<file path="src/rtl/dpa_pkg.sv">
// Package dpa_pkg: shared widths and the register-select encoding for the
// dual-port adapter. Assumes a byte-wide bus.
package dpa_pkg;
    localparam int DW = 8;

    typedef enum logic [1:0] {
        SEL_PORTA = 2'd0,
        SEL_CTLA  = 2'd1,
        SEL_PORTB = 2'd2,
        SEL_CTLB  = 2'd3
    } reg_sel_e;
endpackage

</file>
<file path="src/rtl/dpa_line_sync.sv">
// Module dpa_line_sync: carries one asynchronous control line through a chain
// of STAGES flip-flops, then flags a rising or falling edge for one cycle.
// Assumes STAGES >= 2. The chain resets to 0, so a line held low through reset
// gives no edge.
module dpa_line_sync #(
    parameter int STAGES = 2
) (
    input  logic clk,
    input  logic rst_n,
    input  logic line_in,
    output logic rise,
    output logic fall
);
    logic [STAGES-1:0] chain;
    logic              last;

    // Shift the raw line through the synchroniser chain.
    always_ff @(posedge clk) begin
        if (!rst_n) chain <= '0;
        else        chain <= {chain[STAGES-2:0], line_in};
    end

    // Remember the previous synchronised level for edge detection.
    always_ff @(posedge clk) begin
        if (!rst_n) last <= 1'b0;
        else        last <= chain[STAGES-1];
    end

    assign rise = chain[STAGES-1] & ~last;
    assign fall = ~chain[STAGES-1] & last;
endmodule

</file>
<file path="src/rtl/dpa_port.sv">
// Module dpa_port: one port of the adapter. It holds the direction register,
// the data register, the writable control bits and the two sticky edge flags,
// and it forms the port's active-low interrupt. The parent decodes the bus and
// supplies per-port strobes. Assumes synchronised, one-cycle edge pulses.
module dpa_port #(
    parameter int W = 8
) (
    input  logic         clk,
    input  logic         rst_n,
    input  logic         wr_main,   // write to the shared data/direction address
    input  logic         wr_ctl,    // write to the control address
    input  logic         rd_main,   // read of the shared data/direction address
    input  logic [W-1:0] wdata,
    input  logic [W-1:0] pin_in,
    input  logic         c1_rise,
    input  logic         c1_fall,
    input  logic         c2_rise,
    input  logic         c2_fall,
    output logic [W-1:0] main_rd,
    output logic [7:0]   ctl_rd,
    output logic [W-1:0] port_out,
    output logic [W-1:0] port_oe,
    output logic         irq_n,
    output logic [1:0]   flags,     // {c1 flag, c2 flag}
    output logic [1:0]   evt,       // qualified edge events {c1, c2}
    output logic [2:0]   c2_mode,
    output logic         data_rd_stb,
    output logic         data_wr_stb
);
    logic [W-1:0] ddr_q;
    logic [W-1:0] out_q;
    logic [5:0]   cr_q;
    logic         f1_q;
    logic         f2_q;
    logic         sel_data;
    logic         ev1;
    logic         ev2;

    assign sel_data    = cr_q[2];
    assign data_rd_stb = rd_main & sel_data;
    assign data_wr_stb = wr_main & sel_data;

    // Qualify each raw edge by the programmed polarity and C2 direction.
    always_comb begin
        ev1 = cr_q[1] ? c1_rise : c1_fall;
        ev2 = ~cr_q[5] & (cr_q[4] ? c2_rise : c2_fall);
    end

    // Direction register: written when the shared address points at it.
    always_ff @(posedge clk) begin
        if (!rst_n)                 ddr_q <= '0;
        else if (wr_main && !sel_data) ddr_q <= wdata;
    end

    // Data register: written when the shared address points at it.
    always_ff @(posedge clk) begin
        if (!rst_n)           out_q <= '0;
        else if (data_wr_stb) out_q <= wdata;
    end

    // Writable control bits 5:0; bits 7:6 are the flags and ignore writes.
    always_ff @(posedge clk) begin
        if (!rst_n)      cr_q <= '0;
        else if (wr_ctl) cr_q <= wdata[5:0];
    end

    // C1 flag: set on a qualified edge, cleared by a data read; set wins.
    always_ff @(posedge clk) begin
        if (!rst_n)           f1_q <= 1'b0;
        else if (ev1)         f1_q <= 1'b1;
        else if (data_rd_stb) f1_q <= 1'b0;
    end

    // C2 flag: same rule as C1, qualified by input direction.
    always_ff @(posedge clk) begin
        if (!rst_n)           f2_q <= 1'b0;
        else if (ev2)         f2_q <= 1'b1;
        else if (data_rd_stb) f2_q <= 1'b0;
    end

    // Read mux for the shared address: mixed pins/outputs or direction bits.
    always_comb begin
        if (sel_data) main_rd = (out_q & ddr_q) | (pin_in & ~ddr_q);
        else          main_rd = ddr_q;
    end

    assign ctl_rd   = {f1_q, f2_q, cr_q};
    assign port_out = out_q;
    assign port_oe  = ddr_q;
    assign flags    = {f1_q, f2_q};
    assign evt      = {ev1, ev2};
    assign c2_mode  = cr_q[5:3];
    assign irq_n    = ~((f1_q & cr_q[0]) | (f2_q & cr_q[3] & ~cr_q[5]));
endmodule

</file>
<file path="src/rtl/dual_port_adapter.sv">
// Module dual_port_adapter: top of the dual-port parallel adapter. It decodes
// the chip selects and register select into per-port strobes, synchronises
// the four control lines, instantiates both ports and muxes read data.
// Assumes bus signals are synchronous to clk and held for one cycle per access.
module dual_port_adapter
    import dpa_pkg::*;
#(
    parameter int W           = DW,
    parameter int SYNC_STAGES = 2
) (
    input  logic         clk,
    input  logic         rst_n,
    input  logic         cs0,
    input  logic         cs1,
    input  logic         cs2_n,
    input  logic [1:0]   rsel,
    input  logic         rd_wr,
    input  logic [W-1:0] wdata,
    output logic [W-1:0] rdata,
    input  logic [W-1:0] pa_in,
    output logic [W-1:0] pa_out,
    output logic [W-1:0] pa_oe,
    input  logic [W-1:0] pb_in,
    output logic [W-1:0] pb_out,
    output logic [W-1:0] pb_oe,
    input  logic         ca1,
    input  logic         ca2_in,
    input  logic         cb1,
    input  logic         cb2_in,
    output logic [2:0]   ca2_mode,
    output logic [2:0]   cb2_mode,
    output logic         pa_read_stb,
    output logic         pb_write_stb,
    output logic         irqa_n,
    output logic         irqb_n
);
    localparam int NLINES = 4;

    logic              acc;
    logic              wr;
    logic              rd;
    logic [3:0]        hit;
    logic [NLINES-1:0] lines;
    logic [NLINES-1:0] l_rise;
    logic [NLINES-1:0] l_fall;
    logic [W-1:0]      main_a;
    logic [W-1:0]      main_b;
    logic [7:0]        ctl_a;
    logic [7:0]        ctl_b;
    logic [1:0]        flags_a;
    logic [1:0]        flags_b;
    logic [1:0]        evt_a;
    logic [1:0]        evt_b;
    logic              pa_wr_unused;
    logic              pb_rd_unused;
    logic              ddra_wr;

    assign acc = cs0 & cs1 & ~cs2_n;
    assign wr  = acc & ~rd_wr;
    assign rd  = acc & rd_wr;

    // One-hot register hit from the select bits.
    always_comb begin
        hit = '0;
        hit[rsel] = 1'b1;
    end

    assign ddra_wr = wr & hit[SEL_PORTA] & ~ctl_a[2];
    assign lines   = {cb2_in, cb1, ca2_in, ca1};

    // One synchroniser and edge detector per control line.
    for (genvar i = 0; i < NLINES; i++) begin : g_sync
        dpa_line_sync #(.STAGES(SYNC_STAGES)) u_sync (
            .clk    (clk),
            .rst_n  (rst_n),
            .line_in(lines[i]),
            .rise   (l_rise[i]),
            .fall   (l_fall[i])
        );
    end

    dpa_port #(.W(W)) u_port_a (
        .clk        (clk),
        .rst_n      (rst_n),
        .wr_main    (wr & hit[SEL_PORTA]),
        .wr_ctl     (wr & hit[SEL_CTLA]),
        .rd_main    (rd & hit[SEL_PORTA]),
        .wdata      (wdata),
        .pin_in     (pa_in),
        .c1_rise    (l_rise[0]),
        .c1_fall    (l_fall[0]),
        .c2_rise    (l_rise[1]),
        .c2_fall    (l_fall[1]),
        .main_rd    (main_a),
        .ctl_rd     (ctl_a),
        .port_out   (pa_out),
        .port_oe    (pa_oe),
        .irq_n      (irqa_n),
        .flags      (flags_a),
        .evt        (evt_a),
        .c2_mode    (ca2_mode),
        .data_rd_stb(pa_read_stb),
        .data_wr_stb(pa_wr_unused)
    );

    dpa_port #(.W(W)) u_port_b (
        .clk        (clk),
        .rst_n      (rst_n),
        .wr_main    (wr & hit[SEL_PORTB]),
        .wr_ctl     (wr & hit[SEL_CTLB]),
        .rd_main    (rd & hit[SEL_PORTB]),
        .wdata      (wdata),
        .pin_in     (pb_in),
        .c1_rise    (l_rise[2]),
        .c1_fall    (l_fall[2]),
        .c2_rise    (l_rise[3]),
        .c2_fall    (l_fall[3]),
        .main_rd    (main_b),
        .ctl_rd     (ctl_b),
        .port_out   (pb_out),
        .port_oe    (pb_oe),
        .irq_n      (irqb_n),
        .flags      (flags_b),
        .evt        (evt_b),
        .c2_mode    (cb2_mode),
        .data_rd_stb(pb_rd_unused),
        .data_wr_stb(pb_write_stb)
    );

    // Read data mux: selected register during a read, zero otherwise.
    always_comb begin
        rdata = '0;
        if (rd) begin
            unique case (reg_sel_e'(rsel))
                SEL_PORTA: rdata = main_a;
                SEL_CTLA:  rdata = ctl_a;
                SEL_PORTB: rdata = main_b;
                SEL_CTLB:  rdata = ctl_b;
            endcase
        end
    end
endmodule

</file>
<file path="config.mk">
export PLATFORM = sky130hd
export DESIGN_NAME = dual_port_adapter
export DESIGN_NICKNAME = d
export VERILOG_FILES = /design/src/rtl/dpa_pkg.sv /design/src/rtl/dpa_line_sync.sv /design/src/rtl/dpa_port.sv /design/src/rtl/dual_port_adapter.sv
export SDC_FILE = /design/constraint.sdc
export NUM_CORES = 1
export LEC_CHECK = 0
export BUFFER_PORTS_ARGS = -buffer_cell sky130_fd_sc_hd__buf_4
export CORE_MARGIN = 2
export CORE_UTILIZATION = 35
export CTS_CLUSTER_DIAMETER = 50
export DETAILED_ROUTE_END_ITERATION = 16
export SETUP_SLACK_MARGIN = 0.2
export SLEW_MARGIN = 20
export SYNTH_ARGS = -nofsm -noshare
export SYNTH_HDL_FRONTEND = slang
export SYNTH_HIERARCHICAL = 1
export SYNTH_SLANG_ARGS = --single-unit
</file>
<file path="constraint.sdc">
create_clock -name clk -period 1.7 [get_ports clk]
set_input_delay 0.34 -clock clk [delete_from_list [all_inputs] [get_ports clk]]
set_output_delay 0.34 -clock clk [all_outputs]
set_load 0.02 [all_outputs]
</file>
# Yosys cells after proc, flatten, opt, wreduce, memory -nomap -nowiden
# Cells that the tools add are included.
dict set report op_classes {
  magnitude_cmp 2
  n_eq_ne 3
  n_mux 16
  bitwise_logic 54
  reduce_logical 10
}
# operator count
set ops {}
lappend ops {{8-bit AND} 4}
lappend ops {{8-bit case mux with 4 select lines} 1}
lappend ops {{1-bit AND} 30}
lappend ops {{8-bit two-way mux} 3}
lappend ops {{8-bit NOT} 2}
lappend ops {{8-bit bitwise OR} 2}
lappend ops {{1-bit NOT} 14}
lappend ops {{1-bit two-way mux} 11}
lappend ops {{2-bit nonzero test} 4}
lappend ops {{2-bit equality test (second input constant)} 2}
lappend ops {{1-bit logical AND} 3}
lappend ops {{2-bit by 3-bit less-than comparator with 1-bit output (second input constant)} 1}
lappend ops {{1-bit demux with 2-bit select} 1}
lappend ops {{2-bit by 1-bit equality test with 1-bit output (second input constant)} 1}
lappend ops {{2-bit by 1-bit >= comparator with 1-bit output (second input constant)} 1}
lappend ops {{1-bit logical NOT} 2}
lappend ops {{2-bit logical NOT} 1}
lappend ops {{1-bit bitwise OR} 2}
dict set report totals {
  register_bits 60
}

# Longest topological paths before layout
# Gate-level depths: netlist (run 1).
dict set report logic_depth {
  depth_word 8
  ltp_mapped 8
}

# Modules after synthesis
# Netlist (run 1), hierarchy kept.
# mod n_inst cells_per_inst area_per_inst_um2 seq_area_each_um2
set by_module_without_submodules {}
lappend by_module_without_submodules {dpa_port 2 132 1178.6 480.5}
lappend by_module_without_submodules {dpa_line_sync 4 8 91.3 60.1}
lappend by_module_without_submodules {dual_port_adapter 1 29 315.3 0.0}

# Worst setup path after synthesis (run 1)
# No wires, ideal clock.
dict set report synth_timing {
  path_type {register -> output}
  from {register u_port_b.cr_q[2]}
  to {output rdata[7]}
  arrival_ns 1.435
  required_time_ns 1.360
  slack_ns -0.075
  stages_incl_launch_ff 7
  n_path_buf 2
  cell_sequence {dfxtp_1 > buf_6 > buf_2 > a21oi_1 > a31oi_1 > mux4_1 > and2_1}
}
dict set report synth_via {
  elab_chain_len 3
}
# item line
set synth_rtl {}
lappend synth_rtl {{start, declared} dpa_port.sv:32} ;# logic [5:0] cr_q;
lappend synth_rtl {{start signal, assigned} dpa_port.sv:64} ;# else if (wr_ctl) cr_q <= wdata[5:0];
lappend synth_rtl {{8-bit two-way mux} dpa_port.sv:83} ;# if (sel_data) main_rd = (out_q & ddr_q) | (pin_in & ~ddr_q);
lappend synth_rtl {{via main_b[7]} dual_port_adapter.sv:47} ;# logic [W-1:0] main_b;
lappend synth_rtl {{8-bit case mux with 4 select lines} dual_port_adapter.sv:134} ;# unique case (reg_sel_e'(rsel))
lappend synth_rtl {{8-bit two-way mux} dual_port_adapter.sv:133} ;# if (rd) begin
lappend synth_rtl {{end, declared} dual_port_adapter.sv:19} ;# output logic [W-1:0] rdata,
# The timed path passes the listed nets, and every way through them passes these cells.

# Worst setup path in the final report (run 1)
dict set report layout_timing {
  from {register u_port_a.cr_q[2]}
  to {output rdata[5]}
}
dict set report layout_via {
  elab_chain_len 3
}
# item line
set layout_rtl {}
lappend layout_rtl {{start, declared} dpa_port.sv:32}
lappend layout_rtl {{start signal, assigned} dpa_port.sv:64}
lappend layout_rtl {{8-bit two-way mux} dpa_port.sv:83}
lappend layout_rtl {{via main_a[5]} dual_port_adapter.sv:46} ;# logic [W-1:0] main_a;
lappend layout_rtl {{8-bit case mux with 4 select lines} dual_port_adapter.sv:134}
lappend layout_rtl {{8-bit two-way mux} dual_port_adapter.sv:133}
# The timed path passes the listed nets, and every way through them passes these cells.

==> impl_results.md, run 1 <==
- Leak: 1.82 nW
- Final Setup Violations: 8
- Share of cells above drive strength 1: about 44%
- Routed WL per cell: 15.1 um
- # rows: 33
- Max-slew violations: 0
- Mapped Area: 2970 um2
- Violations in the final reports: setup timing
- Syn_nets: between 300 and 400
- Fin. Hold Viols: 0
- WP buf/inv: 3
- Die Y: between 90 and 100 um
- Clock tree from TritonCTS: yes
- Clock Latency Late Sink: between 0.3 and 0.4 ns
- Routability cong.: about 0.75
- Finished Cell Area: 4200 um2
- Commonest non-fill, non-tap cells in the layout: buf_4 (103), dfxtp_1 (55), nor2b_1 (38), mux2i_1 (30), nand2_1 (19)
- Antenna diode instance count: 0
- Worst EP required: ~1.4 ns
- Critical Path Most Common Cell: buf_6
- DRC: 0
- Clock buffer count from CTS: 9
- Peak VDD IR: 440 uV
- Worst path cell trace: buf_6, buf_6, a21oi_4, a31oi_1, mux4_2, and2_4, buf_6
- Vias in the first global route: 2386
- Syn Area/Cell: about 9.4 um2
- WS Path Type: flop to primary output
- Startpoint Class: flop
- DP HPWL: 5620 um
- Cell count after synthesis: 315
- Max-cap violation count: 0
- Starting Density: between 30% and 40%
- Layout area overhead: 41.4%
- Final min period: between 2 and 2.5 ns
- Crit-path max cell delay: 0.48 ns
- Slowest-stage cell, CP: mux4_2
- Core Util, Final: 51.1%
- Sink Count: 60
- Gr ovfl total: 0
- IO buf count: 85
- Clock slew at reported path FFs: 0.06 ns
- H-tree level count: 3
- CP Max Fanout: 5
- Overall Global Routing Usage: between 15 and 20%
- Critical Path AT: between 1.5 and 2 ns
- Crit end category: primary output
- Hold crit path type: primary input to flop
- Die width: 96.1 um
- Tcrit/Tclk final: 127%
- CTS max path bufs: 2
- I/O pin cnt: 86
- PD cells: approximately 700 nW/um2
- Setup repair after global routing missed its margin: yes
- Ys Warns: 6
- Outcome: finished with violations
- Largest net degree at the start of global routing: 61
- Most common cell after layout, fill and taps aside: buf_4
- Initial antenna violation count: 0
- Fmax: 464 MHz
- Slew @ Worst Pin: 0.471 ns
- Detailed Routing Iterations Pass 1: 4
- First-pass GRT wire length: ~12000 um
- Antenna-violating nets left: 0
- Final worst setup slack: -0.456 ns
- Final worst clock skew: 0.00422 ns
- Routed wire length: 7920 um
- Family with the most delay on the worst path: multiplexers
- Via density: between 4 and 5
- Slew HR: 68.6%
- Area of the core: 8220 um2
- Root Buffer: clkbuf_8
- Placed inst area: 3770 um2
- Initial DRC count: 87
- Vias: about 2600
- Nets@finish: approximately 450
- Full die area: 9240 um2
==> per-stage QoR <==
stage	TNS (ns)	setup WS (ns)	total power [mW]	hold WS (ns)	std cells
after floorplan	0	0.0175	1.57	0.412	315
after global placement	-0.876	-0.204	1.68	0.417	501
after detailed placement	-0.921	-0.214	1.68	0.423	501
after CTS	-3.48	-0.459	2.95	0.191	523
after global routing	-3.90	-0.510	3.05	0.198	526
final	-3.35	-0.456	2.92	0.207	526
==> state kept, by name, indices dropped and copies added (netlist names) <==
| register | cells |
|---|---|
| u_port_b/f2_q | 1 |
| u_port_b/cr_q | 6 |
| g_sync.u_sync/last | 4 |
| u_port_a/f1_q | 1 |
| u_port_b/f1_q | 1 |
| u_port_b/port_out | 8 |
| u_port_a/cr_q | 6 |
| u_port_a/f2_q | 1 |
| g_sync.u_sync/chain | 8 |
| u_port_a/port_oe | 8 |
| u_port_a/port_out | 8 |
| u_port_b/port_oe | 8 |
==> report_power, final <==
part           leakage [nW]  total [mW]  switching (mW)  internal (mW)
logic                  1.23       0.225           0.102          0.123
registers             0.489        1.44          0.0125           1.42
clock network         0.103        1.26           0.532          0.731
total                  1.82        2.92           0.646           2.28
==> final cells by class <==
cell class	instances	area (um2)
timing repair buffer	119	966
multi-input combinational	206	1620
sequential	60	1210
tap	105	131
clock buffer	16	200
inverter	20	75.1
fill	793	4020
==> layer usage <==
metal	global-route usage [%]	routed length, um	share of wire (%)	vias to the layer above
met5	0	0	0	-
met2	26.2	3620	46	85
met3	4.23	572	7.2	9
met1	23.8	3610	46	1195
met4	8.10	120	1.5	0
li1	-	-	-	1266
==> worst paths after layout <==
kind | to | startpoint | slack [ns] | depth (start not counted)
worst max-delay path | rdata[5] | u_port_a/cr_q[2] | -0.46 | 7
worst min-delay path | g_sync[1].u_sync/chain[0] | ca2_in | 0.21 | 2
worst max register to register | u_port_a/port_oe[0] | u_port_a/cr_q[2] | 0.20 | 8
worst min register to register | g_sync[3].u_sync/chain[1] | g_sync[3].u_sync/chain[0] | 0.43 | 1
==> repair_timing <==
action,4_1_cts,5_1_grt
pin swaps,3,3
hold buffers,0,0
endpoints found under the setup margin,12,22
setup buffers,6,3
endpoints found under the hold margin,0,0
gates resized for setup,32,11
Power figures use the tool's default switching activity.
==> inputs of run 2 (changes only) <==
--- a/config.mk
+++ b/config.mk
@@ -7,7 +7,7 @@
 export LEC_CHECK = 0
 export BUFFER_PORTS_ARGS = -buffer_cell sky130_fd_sc_hd__buf_4
 export CORE_MARGIN = 2
-export CORE_UTILIZATION = 35
+export CORE_UTILIZATION = 29
 export CTS_CLUSTER_DIAMETER = 50
 export DETAILED_ROUTE_END_ITERATION = 16
 export SETUP_SLACK_MARGIN = 0.2
==> impl_results.md, run 2 (same netlist as run 1, synthesis figures left out) <==
- Overall Global Routing Usage: 15.6% (was 17.5%)
- Die width: 105 um (was 96.1 um)
- R2R setup slack: -0.04 ns (was 0.20 ns)
- Antenna-violating nets left: 0 (unchanged)
- Most common cell after layout, fill and taps aside: buf_4 (unchanged)
- Largest net degree at the start of global routing: 61 (unchanged)
- Crit. Startpoint: u_port_b/cr_q[2] (was u_port_a/cr_q[2])
- Share of cells above drive strength 1: 49.9% (was 43.7%)
- Fmax: 468 MHz (was 464 MHz)
- Layout area overhead: 50.9% (was 41.4%)
- Slew @ Worst Pin: 0.505 ns (was 0.471 ns)
- PD cells: 635 nW/um2 (was 697 nW/um2)
- Worst EP required: 1.36 ns (about the same)
- Sink Count: 60 (unchanged)
- Final Setup Violations: 17 (was 8)
- Inst Count DP: 533 (was 501)
- Outcome: finished with violations (unchanged)
- FF+latch area: 1220 um2 (was 1210 um2)
- Routed WL per cell: 15.6 um (was 15.1 um)
- Vias in the first global route: 2570 (was 2386)
- Final worst setup slack: -0.436 ns (was -0.456 ns)
- Setup TNS: -3.67 ns (was -3.35 ns)
- Clock buffer count from CTS: 9 (unchanged)
- I/O pin cnt: 86 (unchanged)
- FF-to-FF path depth: 10 (was 8)
- Multi-input logic area: 1710 um2 (was 1620 um2)
- DRC: 0 (unchanged)
- Root Buffer: clkbuf_8 (unchanged)
- Clock slew at reported path FFs: 0.06 ns (about the same)
- Hold buffer count at CTS: 0 (unchanged)
- Full die area: 11100 um2 (was 9240 um2)
- Clock Latency Late Sink: 0.34 ns (was 0.33 ns)
- Clock tree from TritonCTS: yes (unchanged)
- Max-cap violation count: 0 (unchanged)
- Violations in the final reports: setup timing (unchanged)
- CTS max path bufs: 2 (unchanged)
- CP Capture Point: rdata[4] (was rdata[5])
- Area of the core: 9860 um2 (was 8220 um2)
- Vias: 2676 (was 2555)
- Routability cong.: 0.796 (was 0.755)
- Setup repair after global routing missed its margin: yes (unchanged)
- Final worst clock skew: 0.00405 ns (was 0.00422 ns)
- Layout filler cell count: 927 (was 793)
- Worst reg2reg path endpoint: u_port_a/port_oe[6] (was u_port_a/port_oe[0])
- Slew HR: 66.3% (was 68.6%)
- Commonest non-fill, non-tap cells in the layout: buf_4 (109), dfxtp_1 (52), nor2b_1 (38), mux2i_1 (30), buf_6 (28) (was buf_4 (103), dfxtp_1 (55), nor2b_1 (38), mux2i_1 (30), nand2_1 (19))
- Antenna diode instance count: 0 (unchanged)
- CP Max Fanout: 8 (was 5)
- Via density: 4.69 (was 4.86)
- Detailed Routing Iterations Pass 1: 4 (unchanged)
- DP HPWL: 6170 um (was 5620 um)
- WS Path Type: flop to primary output (unchanged)
- IO buf count: 85 (unchanged)
- WHS: 0.203 ns (was 0.207 ns)
- H-tree level count: 3 (unchanged)
- Starting Density: 30.1% (was 36.2%)
- Crit end category: primary output (unchanged)
- Die Y: 105 um (was 96.1 um)
- Leak: 1.93 nW (was 1.82 nW)
- Finished Cell Area: 4480 um2 (was 4200 um2)
- Reg2reg start: u_port_a/cr_q[2] (unchanged)
- Startpoint Class: flop (unchanged)
- Hold_sp: ca2_in (unchanged)
- Placed inst area: 3820 um2 (was 3770 um2)
- Post-route insts no fill: 570 (was 526)
- Hold crit path type: primary input to flop (unchanged)
- Gr ovfl total: 0 (unchanged)
- Final min period: 2.14 ns (was 2.16 ns)
- First-pass GRT wire length: 13300 um (was 12000 um)
- Fin. Hold Viols: 0 (unchanged)
- Peak VDD IR: 360 uV (was 440 uV)
- Tcrit/Tclk final: 126% (was 127%)
- Tot Pwr: 2.84 mW (was 2.92 mW)
- Initial DRC count: 107 (was 87)
- Routed wire length: 8910 um (was 7920 um)
- Critical Path AT: 1.80 ns (was 1.82 ns)
- Max-slew violations: 0 (unchanged)
- Initial antenna violation count: 0 (unchanged)
- # rows: 36 (was 33)
- Nets@finish: 470 (was 452)
==> run 2: per-layer routing <==
layer	track usage [%]	vias to the layer above	part of all wire, %
met4	6.48	0	1.3
met2	24.5	98	48
li1	-	1301	-
met5	0	-	0
met3	3.87	9	6.3
met1	20.3	1268	45
==> run 2: per-stage QoR <==
| step | worst slack, ns | util, % |
|---|---|---|
| after floorplan | 0.0175 | - |
| after global placement | -0.326 | 38.7 |
| after detailed placement | -0.378 | 38.7 |
| after CTS | -0.438 | 43.4 |
| after global routing | -0.509 | 45.4 |
| final | -0.436 | 45.4 |
==> run 2: worst min path at each step <==
| stage | end | slack (ns) | cells after the start |
|---|---|---|---|
| 2_1_floorplan | g_sync[0].u_sync/chain[1] | 0.41 | 1 |
| 3_3_place_gp | g_sync[0].u_sync/chain[1] | 0.41 | 1 |
| 3_5_place_dp | g_sync[2].u_sync/chain[1] | 0.42 | 1 |
| 4_1_cts | g_sync[2].u_sync/chain[0] | 0.19 | 2 |
| 5_1_grt | g_sync[1].u_sync/chain[0] | 0.20 | 2 |
| 6_report | g_sync[1].u_sync/chain[0] | 0.20 | 2 |
==> run 2: timing repair <==
| item | 4_1_cts | 5_1_grt |
|---|---|---|
| pin swaps | 11 | 21 |
| setup buffers | 17 | 6 |
| gates resized for setup | 42 | 50 |
| endpoints found under the hold margin | 0 | 0 |
| endpoints found under the setup margin | 27 | 23 |
==> run 2: cell type report <==
type	instances	share of cell area, %
Inverter	20	1.73
Tap cell	133	3.71
Sequential cell	60	27.1
Clock inverter	2	0.223
Multi-Input combinational cell	206	38.2
Timing Repair Buffer	137	25.3
Clock buffer	12	3.69
==> run 2: worst max-delay path, cell delays in order (launching register included) <==
cell and delay [ns]:
dfxtp_4 0.38, buf_4 0.16, a21oi_4 0.13, a31oi_2 0.06, mux4_2 0.46, and2_4 0.15
buf_6 0.12
==> run 2: power by group <==
group          total, mW  switching, mW  internal (mW)
registers           1.44         0.0131           1.42
logic              0.239          0.109          0.130
clock network       1.17          0.542          0.627
